==> src/rtl/irq_cap_pkg.sv <==
package irq_cap_pkg;

   typedef enum logic [1:0] {
      SEQ_IDLE,
      SEQ_ACK1,
      SEQ_GAP,
      SEQ_ACK2
   } seq_state_e;

   typedef enum logic [1:0] {
      HOST_NONE,
      HOST_REARM,
      HOST_PEEK,
      HOST_CAS
   } host_op_e;

   function automatic int unsigned cnt_width(input int unsigned n);
      return (n < 2) ? 1 : $clog2(n);
   endfunction

endpackage

==> src/rtl/irq_cap_sync.sv <==
module irq_cap_sync #(
   parameter int unsigned STAGES = 2
) (
   input  logic clk_i,
   input  logic rst_ni,
   input  logic async_i,
   output logic sync_o
);
   logic [STAGES-1:0] chain_q;

   always_ff @(posedge clk_i or negedge rst_ni) begin
      if (!rst_ni) chain_q <= '0;
      else         chain_q <= {chain_q[STAGES-2:0], async_i};
   end

   assign sync_o = chain_q[STAGES-1];
endmodule

==> src/rtl/irq_cap_seq.sv <==
module irq_cap_seq
   import irq_cap_pkg::*;
#(
   parameter int unsigned ACK_LEN = 2,
   parameter int unsigned GAP_LEN = 1
) (
   input  logic clk_i,
   input  logic rst_ni,
   input  logic start_i,
   output logic idle_o,
   output logic ack_o,
   output logic frame_o,
   output logic cap_o
);
   localparam int unsigned LONGEST = (ACK_LEN > GAP_LEN) ? ACK_LEN : GAP_LEN;
   localparam int unsigned CW      = cnt_width(LONGEST);

   seq_state_e    state_q;
   logic [CW-1:0] cnt_q;
   logic          last_ack, last_gap;

   assign last_ack = (cnt_q == CW'(ACK_LEN - 1));
   assign last_gap = (cnt_q == CW'(GAP_LEN - 1));

   always_ff @(posedge clk_i or negedge rst_ni) begin
      if (!rst_ni) begin
         state_q <= SEQ_IDLE;
         cnt_q   <= '0;
      end else begin
         unique case (state_q)
            SEQ_IDLE: begin
               cnt_q <= '0;
               if (start_i) state_q <= SEQ_ACK1;
            end
            SEQ_ACK1: begin
               cnt_q <= last_ack ? '0 : cnt_q + 1'b1;
               if (last_ack) state_q <= SEQ_GAP;
            end
            SEQ_GAP: begin
               cnt_q <= last_gap ? '0 : cnt_q + 1'b1;
               if (last_gap) state_q <= SEQ_ACK2;
            end
            default: begin
               cnt_q <= last_ack ? '0 : cnt_q + 1'b1;
               if (last_ack) state_q <= SEQ_IDLE;
            end
         endcase
      end
   end

   assign idle_o  = (state_q == SEQ_IDLE);
   assign ack_o   = (state_q == SEQ_ACK1) || (state_q == SEQ_ACK2);
   assign frame_o = !idle_o;
   assign cap_o   = (state_q == SEQ_ACK2) && last_ack;
endmodule

==> src/rtl/irq_cap_host.sv <==
module irq_cap_host
   import irq_cap_pkg::*;
#(
   parameter int unsigned VEC_W = 8,
   parameter int unsigned CAS_W = 3
) (
   input  logic             clk_i,
   input  logic             rst_ni,
   input  logic             rd_rearm_i,
   input  logic             rd_peek_i,
   input  logic             rd_cas_i,
   input  logic             wr_force_i,
   input  logic             cfg_we_i,
   input  logic             cfg_en_i,
   input  logic             irq_s_i,
   input  logic             idle_i,
   input  logic             cap_i,
   input  logic [VEC_W-1:0] bus_vec_i,
   input  logic [CAS_W-1:0] bus_cas_i,
   output logic             start_o,
   output logic             flag_o,
   output logic [VEC_W-1:0] rdata_o,
   output logic             rvalid_o
);
   logic             pend_frc_q, pend_rearm_q, pend_peek_q, pend_cas_q;
   logic             frc_any, rearm_any, peek_any, cas_any;
   logic             start_force, start_auto;
   logic             en_q, flag_q;
   logic [VEC_W-1:0] vec_store_q, cas_ext;
   logic [CAS_W-1:0] cas_store_q;
   host_op_e         op;

   assign frc_any   = pend_frc_q   | wr_force_i;
   assign rearm_any = pend_rearm_q | rd_rearm_i;
   assign peek_any  = pend_peek_q  | rd_peek_i;
   assign cas_any   = pend_cas_q   | rd_cas_i;

   assign start_force = idle_i & frc_any;
   assign start_auto  = idle_i & irq_s_i & en_q & ~flag_q;
   assign start_o     = start_force | start_auto;

   always_comb begin
      op = HOST_NONE;
      if (!start_force) begin
         if      (rearm_any) op = HOST_REARM;
         else if (peek_any)  op = HOST_PEEK;
         else if (cas_any)   op = HOST_CAS;
      end
   end

   if (CAS_W < VEC_W) begin : g_cas_pad
      assign cas_ext = {{(VEC_W - CAS_W){1'b0}}, cas_store_q};
   end else begin : g_cas_full
      assign cas_ext = cas_store_q;
   end

   always_ff @(posedge clk_i or negedge rst_ni) begin
      if (!rst_ni) begin
         pend_frc_q   <= 1'b0;
         pend_rearm_q <= 1'b0;
         pend_peek_q  <= 1'b0;
         pend_cas_q   <= 1'b0;
         en_q         <= 1'b1;
         flag_q       <= 1'b0;
         vec_store_q  <= '0;
         cas_store_q  <= '0;
         rdata_o      <= '0;
         rvalid_o     <= 1'b0;
      end else begin
         pend_frc_q   <= frc_any & ~start_force;
         pend_rearm_q <= rearm_any & (op != HOST_REARM);
         pend_peek_q  <= peek_any & (op != HOST_PEEK);
         pend_cas_q   <= cas_any & (op != HOST_CAS);
         if (cfg_we_i) en_q <= cfg_en_i;
         if (cap_i) begin
            vec_store_q <= bus_vec_i;
            cas_store_q <= bus_cas_i;
            flag_q      <= 1'b1;
         end else if (op == HOST_REARM) begin
            flag_q <= 1'b0;
         end
         rvalid_o <= (op != HOST_NONE);
         unique case (op)
            HOST_REARM, HOST_PEEK: rdata_o <= vec_store_q;
            HOST_CAS:              rdata_o <= cas_ext;
            default:               rdata_o <= rdata_o;
         endcase
      end
   end

   assign flag_o = flag_q;
endmodule

==> src/rtl/irq_ack_capture.sv <==
module irq_ack_capture #(
   parameter int unsigned VEC_W       = 8,
   parameter int unsigned CAS_W       = 3,
   parameter int unsigned STAT_W      = 12,
   parameter int unsigned FLAG_BIT    = 11,
   parameter int unsigned ACK_LEN     = 2,
   parameter int unsigned GAP_LEN     = 1,
   parameter int unsigned SYNC_STAGES = 2
) (
   input  logic              clk_i,
   input  logic              rst_ni,
   input  logic              irq_i,
   input  logic              cfg_we_i,
   input  logic              cfg_en_i,
   input  logic              rd_rearm_i,
   input  logic              rd_peek_i,
   input  logic              rd_cas_i,
   input  logic              wr_force_i,
   input  logic [VEC_W-1:0]  bus_vec_i,
   input  logic [CAS_W-1:0]  bus_cas_i,
   output logic              ack_o,
   output logic              sync_o,
   output logic [STAT_W-1:0] status_o,
   output logic [VEC_W-1:0]  rdata_o,
   output logic              rvalid_o
);
   if (SYNC_STAGES < 2)     begin : g_bad_sync  $error("SYNC_STAGES must be 2 or more"); end
   if (CAS_W > VEC_W)       begin : g_bad_cas   $error("CAS_W must not exceed VEC_W"); end
   if (FLAG_BIT >= STAT_W)  begin : g_bad_flag  $error("FLAG_BIT outside status word"); end
   if (ACK_LEN < 1 || GAP_LEN < 1) begin : g_bad_len $error("cycle lengths must be 1 or more"); end

   logic irq_s, idle, cap, start, flag;

   irq_cap_sync #(.STAGES(SYNC_STAGES)) sync_i (
      .clk_i(clk_i), .rst_ni(rst_ni), .async_i(irq_i), .sync_o(irq_s)
   );

   irq_cap_seq #(.ACK_LEN(ACK_LEN), .GAP_LEN(GAP_LEN)) seq_i (
      .clk_i(clk_i), .rst_ni(rst_ni), .start_i(start), .idle_o(idle),
      .ack_o(ack_o), .frame_o(sync_o), .cap_o(cap)
   );

   irq_cap_host #(.VEC_W(VEC_W), .CAS_W(CAS_W)) host_i (
      .clk_i(clk_i), .rst_ni(rst_ni),
      .rd_rearm_i(rd_rearm_i), .rd_peek_i(rd_peek_i), .rd_cas_i(rd_cas_i),
      .wr_force_i(wr_force_i), .cfg_we_i(cfg_we_i), .cfg_en_i(cfg_en_i),
      .irq_s_i(irq_s), .idle_i(idle), .cap_i(cap),
      .bus_vec_i(bus_vec_i), .bus_cas_i(bus_cas_i),
      .start_o(start), .flag_o(flag), .rdata_o(rdata_o), .rvalid_o(rvalid_o)
   );

   for (genvar gi = 0; gi < STAT_W; gi++) begin : g_stat
      if (gi == FLAG_BIT) begin : g_flag
         assign status_o[gi] = flag;
      end else begin : g_zero
         assign status_o[gi] = 1'b0;
      end
   end
endmodule

==> config.mk <==
export PLATFORM = sky130hd
export DESIGN_NAME = irq_ack_capture
export DESIGN_NICKNAME = d
export VERILOG_FILES = /design/src/rtl/irq_cap_pkg.sv /design/src/rtl/irq_cap_sync.sv /design/src/rtl/irq_cap_seq.sv /design/src/rtl/irq_cap_host.sv /design/src/rtl/irq_ack_capture.sv
export SDC_FILE = /design/constraint.sdc
export NUM_CORES = 1
export LEC_CHECK = 0
export CAP_MARGIN = 10
export CORE_ASPECT_RATIO = 1.4
export CORE_MARGIN = 3
export CORE_UTILIZATION = 54
export DETAILED_ROUTE_END_ITERATION = 10
export DONT_BUFFER_PORTS = 1
export PLACE_DENSITY_LB_ADDON = 0.1
export SLEW_MARGIN = 0
export SYNTH_ARGS = -nofsm -noshare
export SYNTH_HDL_FRONTEND = slang
export SYNTH_SLANG_ARGS = --single-unit
export TNS_END_PERCENT = 100
==> constraint.sdc <==
create_clock -name clk_i -period 1.6 [get_ports clk_i]
set_clock_uncertainty 0.1 [all_clocks]
set_input_delay 0.48 -clock clk_i [delete_from_list [all_inputs] [get_ports clk_i]]
set_output_delay 0.48 -clock clk_i [all_outputs]
set_load 0.02 [all_outputs]
### Word level (Yosys, flattened, before mapping)

Cells that the tools add are included.

| word-level totals | value |
|---|---|
| input port bits | 20 |
| flip-flop bits (word level) | 31 |
| output and inout port bits | 23 |
| logic and storage cells | 66 |

| operators by class | value |
|---|---|
| equal/unequal tests | 12 |
| bitwise operators | 15 |
| reductions and logical operators | 10 |
| muxes and demuxes | 15 |
| $add $sub $neg | 1 |

Operators with widths:

| operator | count |
|---|---|
| two-way mux 2 bit | 8 |
| one-hot mux 8 bit (2 select lines) | 1 |
| bitwise AND 1 bit | 8 |
| == test 2 bit (second input constant) | 4 |
| inequality test 2 bit (second input constant) | 4 |
| one-hot mux 2 bit (3 select lines) | 1 |
| nonzero test 2 bit | 3 |
| OR 1 bit | 5 |
| == test 2 x 1 -> 1 bit (second input constant) | 2 |
| two-way mux 1 bit | 4 |
| inequality test 2 x 1 -> 1 bit (second input constant) | 2 |
| AND reduction 4 bit | 1 |
| nonzero test 3 bit | 1 |
| zero test 2 bit | 1 |
| inverter 1 bit | 2 |
| one-hot mux 1 bit (2 select lines) | 1 |
| OR reduction 2 bit | 1 |
| adder 1 bit (second input constant) | 1 |
| logical AND 1 bit | 1 |
| zero test 1 bit | 1 |
| logical OR 1 bit | 1 |

### Depth between registers and ports, before layout

Gate-level depths: netlist of the first run.

| depth | value |
|---|---|
| depth after elaboration | 8 |
| depth in mapped cells | 7 |

### Cells and area by module

From an unflattened synthesis of the first run, not the netlist that was laid out.

| second synthesis, totals | value |
|---|---|
| cells, all modules | 110 |
| area, all modules | 1406.3 µm² |

Modules (own cells, without submodules):

| module | cells an instance | seq. area each (µm²) | instances | area an instance (µm²) |
|---|---|---|---|---|
| irq_cap_host | 71 | 651.9 | 1 | 1027.2 |
| irq_cap_seq | 24 | 75.1 | 1 | 235.2 |
| irq_ack_capture | 13 | 0.0 | 1 | 93.8 |
| irq_cap_sync | 2 | 50.0 | 1 | 50.0 |

### Least setup slack after synthesis of the first run

OpenSTA, ideal clock, no wires.

| timing path | value |
|---|---|
| kind | register -> register |
| start | reg seq_i.state_q[0] |
| end | reg seq_i.state_q[1] |
| path buffers | 0 |
| clock period less this slack | 1.645 ns |
| cell stages (with the launch flop) | 7 |
| path slack | -0.045 ns |
| required time | 1.375 ns |
| arrival time | 1.421 ns |
| path through | dfrtp_1 inv_1 ha_1 nor2_1 nor3_1 o21ai_0 mux2_2 |

| between the ends | value |
|---|---|
| cells in the longest elaborated chain, start to end | 7 |
| elaborated cells on any way between the ends | 14 |

RTL lines:

| element | line | source |
|---|---|---|
| start: declaration | irq_cap_seq.sv:18 | `seq_state_e state_q;` |
| start signal: assignment | irq_cap_seq.sv:27 | `state_q <= SEQ_IDLE;` |
| start signal: assignment | irq_cap_seq.sv:33 | `if (start_i) state_q <= SEQ_ACK1;` |
| start signal: assignment | irq_cap_seq.sv:37 | `if (last_ack) state_q <= SEQ_GAP;` |
| zero test 2 bit | irq_cap_seq.sv:30, irq_cap_seq.sv:51 |  |
| bitwise AND 1 bit (3 in series) | irq_cap_host.sv:39 | `assign start_auto = idle_i & irq_s_i & en_q & ~flag_q;` |
| OR 1 bit | irq_cap_host.sv:40 | `assign start_o = start_force \| start_auto;` |
| inequality test 2 bit (no line) | n/a |  |
| AND reduction 4 bit (no line) | n/a |  |

Several ways; a longest one is shown, not always the timed one.
A chain may end at the register's enable or synchronous reset.

### Final worst setup path of the first run

| timing path | value |
|---|---|
| start | reg seq_i.state_q[1] |
| end | out ack_o |

| between the ends | value |
|---|---|
| cells in the longest elaborated chain, start to end | 2 |
| elaborated cells on any way between the ends | 3 |

RTL lines:

| element | line | source |
|---|---|---|
| == test 2 x 1 -> 1 bit / == test 2 bit (equally long branches) | irq_cap_seq.sv:52 | `assign ack_o = (state_q == SEQ_ACK1) \|\| (state_q == SEQ_ACK2);` |
| logical OR 1 bit * | irq_cap_seq.sv:52 |  |
| end: declaration | irq_ack_capture.sv:21 | `output logic ack_o,` |

Every way passes the cells marked *; elsewhere a longest branch is shown, timed or not.

==> results of run 1 <==
-- stage by stage --
| stage | TNS (ns) | instance area, sq um | total power [mW] | hold WS [ns] | util |
|---|---|---|---|---|---|
| 6_report | -0.350 | 1510 | 3.28 | 0.0747 | 0.669 |
| 5_1_grt | -0.565 | 1510 | 3.50 | 0.0493 | 0.669 |
| 4_1_cts | -0.455 | 1500 | 3.27 | 0.0606 | 0.667 |
| 3_5_place_dp | -0.177 | 1350 | 2.57 | 0.0852 | 0.600 |
| 3_3_place_gp | -0.0258 | 1350 | 2.50 | 0.0852 | 0.600 |
| 2_1_floorplan | 0 | 1360 | 2.28 | 0.0844 | - |
-- flip-flops by register name (all words and copies together), names as in the netlist, 2 cells and up --
signal,cells
host_i.rdata_o,8
host_i.vec_store_q,8
host_i.cas_store_q,3
seq_i.state_q,2
sync_i.chain_q,2
-- timing repair --
item                                    in CTS  in global routing
hold buffers                                 2                  0
resized for setup                            9                  4
cloned                                       0                  0
endpoints found under the setup margin       4                  4
buffers inserted                             3                  0
pin swaps                                    4                  0
hold endpoints to repair                    31                  0
-- synth_stat cells --
master / n / area, sq um
sky130_fd_sc_hd__a21oi_1: 5 / 25.0
sky130_fd_sc_hd__a22o_1: 5 / 43.8
sky130_fd_sc_hd__a22oi_1: 1 / 7.51
sky130_fd_sc_hd__buf_2: 1 / 5.00
sky130_fd_sc_hd__buf_4: 12 / 90.1
sky130_fd_sc_hd__conb_1: 1 / 3.75
sky130_fd_sc_hd__dfrtp_1: 30 / 751
sky130_fd_sc_hd__dfstp_2: 1 / 26.3
sky130_fd_sc_hd__ha_1: 4 / 50.1
sky130_fd_sc_hd__inv_1: 3 / 11.3
sky130_fd_sc_hd__inv_2: 1 / 3.75
sky130_fd_sc_hd__mux2_2: 13 / 146
sky130_fd_sc_hd__nand2_1: 4 / 15.0
sky130_fd_sc_hd__nand2_2: 1 / 6.26
sky130_fd_sc_hd__nor2_1: 11 / 41.3
sky130_fd_sc_hd__nor2b_1: 1 / 6.26
sky130_fd_sc_hd__nor3_1: 2 / 10.0
sky130_fd_sc_hd__nor4_4: 1 / 21.3
sky130_fd_sc_hd__o211ai_1: 1 / 7.51
sky130_fd_sc_hd__o21a_1: 1 / 7.51
sky130_fd_sc_hd__o21ai_0: 2 / 10.0
sky130_fd_sc_hd__o21ai_1: 2 / 10.0
sky130_fd_sc_hd__o22ai_1: 3 / 18.8
sky130_fd_sc_hd__or2_2: 1 / 6.26
-- cell type report --
cell class,instances,share of cell area
Multi-Input combinational cell,69,0.336
Sequential cell,31,0.515
Clock buffer,8,0.0456
Inverter,4,0.0116
Tap cell,22,0.0183
Timing Repair Buffer,11,0.0730
-- power breakdown --
| group | internal (mW) | leakage (nW) | switching, mW | total, mW |
|---|---|---|---|---|
| sequential | 1.14 | 0.361 | 0.391 | 1.53 |
| clock | 0.258 | 0.0386 | 0.243 | 0.502 |
| combinational | 0.677 | 0.289 | 0.568 | 1.24 |
-- how the worst max path moves through the flow --
stage | from | endpoint | slack [ns] | depth (start not counted)
floorplan | seq_i.state_q[0] | seq_i.state_q[1] | 0.01 | 6
global route | seq_i.state_q[1] | ack_o | -0.27 | 3
finish | seq_i.state_q[1] | ack_o | -0.22 | 3
detailed placement | seq_i.state_q[0] | seq_i.state_q[1] | -0.18 | 6
CTS | seq_i.state_q[1] | ack_o | -0.21 | 3
global placement | seq_i.state_q[0] | seq_i.state_q[1] | -0.03 | 6
-- layer usage --
layer  share of wire  track usage  vias to the layer above
met5               0            0                        -
met4           0.020       0.0808                        0
met3           0.072       0.0722                        7
met2            0.57        0.290                       26
met1            0.34        0.174                      380
li1                -            -                      378
-- worst max-delay path, cell delays in order, from the launching register on --
cell and delay, ns:
sky130_fd_sc_hd__dfrtp_1 0.40, sky130_fd_sc_hd__inv_2 0.08, sky130_fd_sc_hd__ha_2 0.18, sky130_fd_sc_hd__or2_4 0.26
-- cells by family after synthesis --
family          after synthesis  share of synthesized area
mux                          13                      0.111
flops                        31                      0.587
buf+inv                      17                     0.0832
other cells                   1                    0.00283
compound gates               20                     0.0983
simple gates                 21                     0.0803
fa+ha+maj                     4                     0.0378
==> summary.log, run 1 <==
[detailed_routing] overall routed net length 2340 microns
[setup_path] worst setup slack for register-to-register paths -0.04 ns
[finish] register area 777 sq um
[finish] Final nets 146
[timing] Final Hold Violating Endpoints 0
[detailed_routing] final routed DRC violation total 0
[hold_path] count of cells along the worst hold path 0
[grt] maximum number of pins on one net before global-route repair 32
[detailed_routing] remaining antenna violation count 0
[detailed_routing] average via count per standard cell 5.46
[power] static leakage 0.689 nW
[timing] setup repair after global routing missed its margin yes
[grt] overall fraction of global-route tracks in use 0.173
[placed_design] final estimated routing congestion in global placement 0.791
[synthesis] cell area after technology mapping 1320 sq um
[synthesis] library cells used by synthesis 24
[detailed_routing] vias post-DR 791
[synthesis] share of synthesized area occupied by flip-flops and latches 0.587
[finish] most common library cell in the layout ignoring fill and taps sky130_fd_sc_hd__dfrtp_1
[clocking] Max Buffers Root-to-Sink 2
[floorplanning] Die Span Y 64.6 microns
[power] power density over the cells 2170 nW/um^2
[power] VDD IR-drop max 1.19 mV
[floorplanning] die outline area 3090 sq um
[clocking] latest clock arrival within the worst-skew pair 0.33 ns
[synthesis] number of cells produced by synthesis 107
[clocking] H-tree depth 2
[timing] Peak Freq 0.551 GHz
[finish] number of diodes 0
[setup_path] cell depth of the worst flop-to-flop path 6
[grt] leftover overflow at the end of global routing 0
[outcome] status finished with violations
[timing] post-route fraction of the period consumed by the critical path 1.13
[timing] final count of pins violating max slew 0
[outcome] violations in the final reports negative setup slack
[clocking] clock transition at the register clock pins on the worst setup and hold paths after CTS 0.09 ns
[detailed_routing] average detailed-routed wire length per instance 16.1 microns
[setup_path] worst setup path class flip-flop to primary output
[setup_path] RR Startpoint seq_i.state_q[1]
[timing] Final Setup Violations 3
[setup_path] Reg2Reg Capture Point seq_i.state_q[1]
[finish] combined area of the multi-input logic cells 507 sq um
[finish] commonest cells after routing, fill and taps aside sky130_fd_sc_hd__dfrtp_1 (30), sky130_fd_sc_hd__mux2_2 (12), sky130_fd_sc_hd__conb_1 (11)
[placed_design] total of buffers placed on input and output ports 0
[finish] P&R area growth vs syn 13.9%
[placed_design] final HPWL from detailed placement 1660 microns
[synthesis] synthesized area per cell 12.4 sq um
[setup_path] arrival time worst endpoint 1.24 ns
[floorplanning] starting density of the core 0.588
[grt] first-pass GRT wire length 3590 microns
[detailed_routing] 1st-iter DRT viols 6
[run] max-capacitance violation count 0
[synthesis] Yosys reg bits 31
[grt] antenna violations before repair 0
[synthesis] number of warnings issued by yosys 0
[setup_path] type of element capturing the critical path primary output
[finish] Fill cells 172
[setup_path] required arrival time at the worst endpoint 1.02 ns
[placed_design] Placement Setup Slack -0.177 ns
[floorplanning] FP Rows 20
[finish] layout cells sized above 1 0.358
[hold_path] class of the most critical hold timing path input pin to flip-flop
[timing] min setup slack post-route -0.215 ns
[floorplanning] area inside the core boundary 2250 sq um
[detailed_routing] DR pass1 iterations 5
[setup_path] startpoint kind of the worst setup timing path flip-flop
[finish] non-filler cells, final 145
[hold_path] hold-critical path endpoint sync_i.chain_q[0]
[hold_path] launch point of the worst hold path irq_i
[floorplanning] width of the chip 47.8 microns
[floorplanning] I/O pin cnt 43
[clocking] total clock sinks 31
[clocking] CTS tree yes
[clocking] number of buffers inserted during clock tree synthesis 5
[placed_design] cell count after placement 132
[clocking] buffer cell driving the clock tree root sky130_fd_sc_hd__clkbuf_4
[timing] final critical path time including I/O delays and setup 1.82 ns
[grt] vias in the first global route 801
[setup_path] maximum fanout encountered on the critical timing path 3
(Power assumes the default switching activity.)
==> run 2: changes to the inputs <==
--- a/config.mk
+++ b/config.mk
@@ -5,6 +5,7 @@
 export SDC_FILE = /design/constraint.sdc
 export NUM_CORES = 1
 export LEC_CHECK = 0
+export ABC_AREA = 0
 export CAP_MARGIN = 10
 export CORE_ASPECT_RATIO = 1.4
 export CORE_MARGIN = 3
==> results of run 2 <==
Final layout, timing and power as in run 1 (identical DEF).
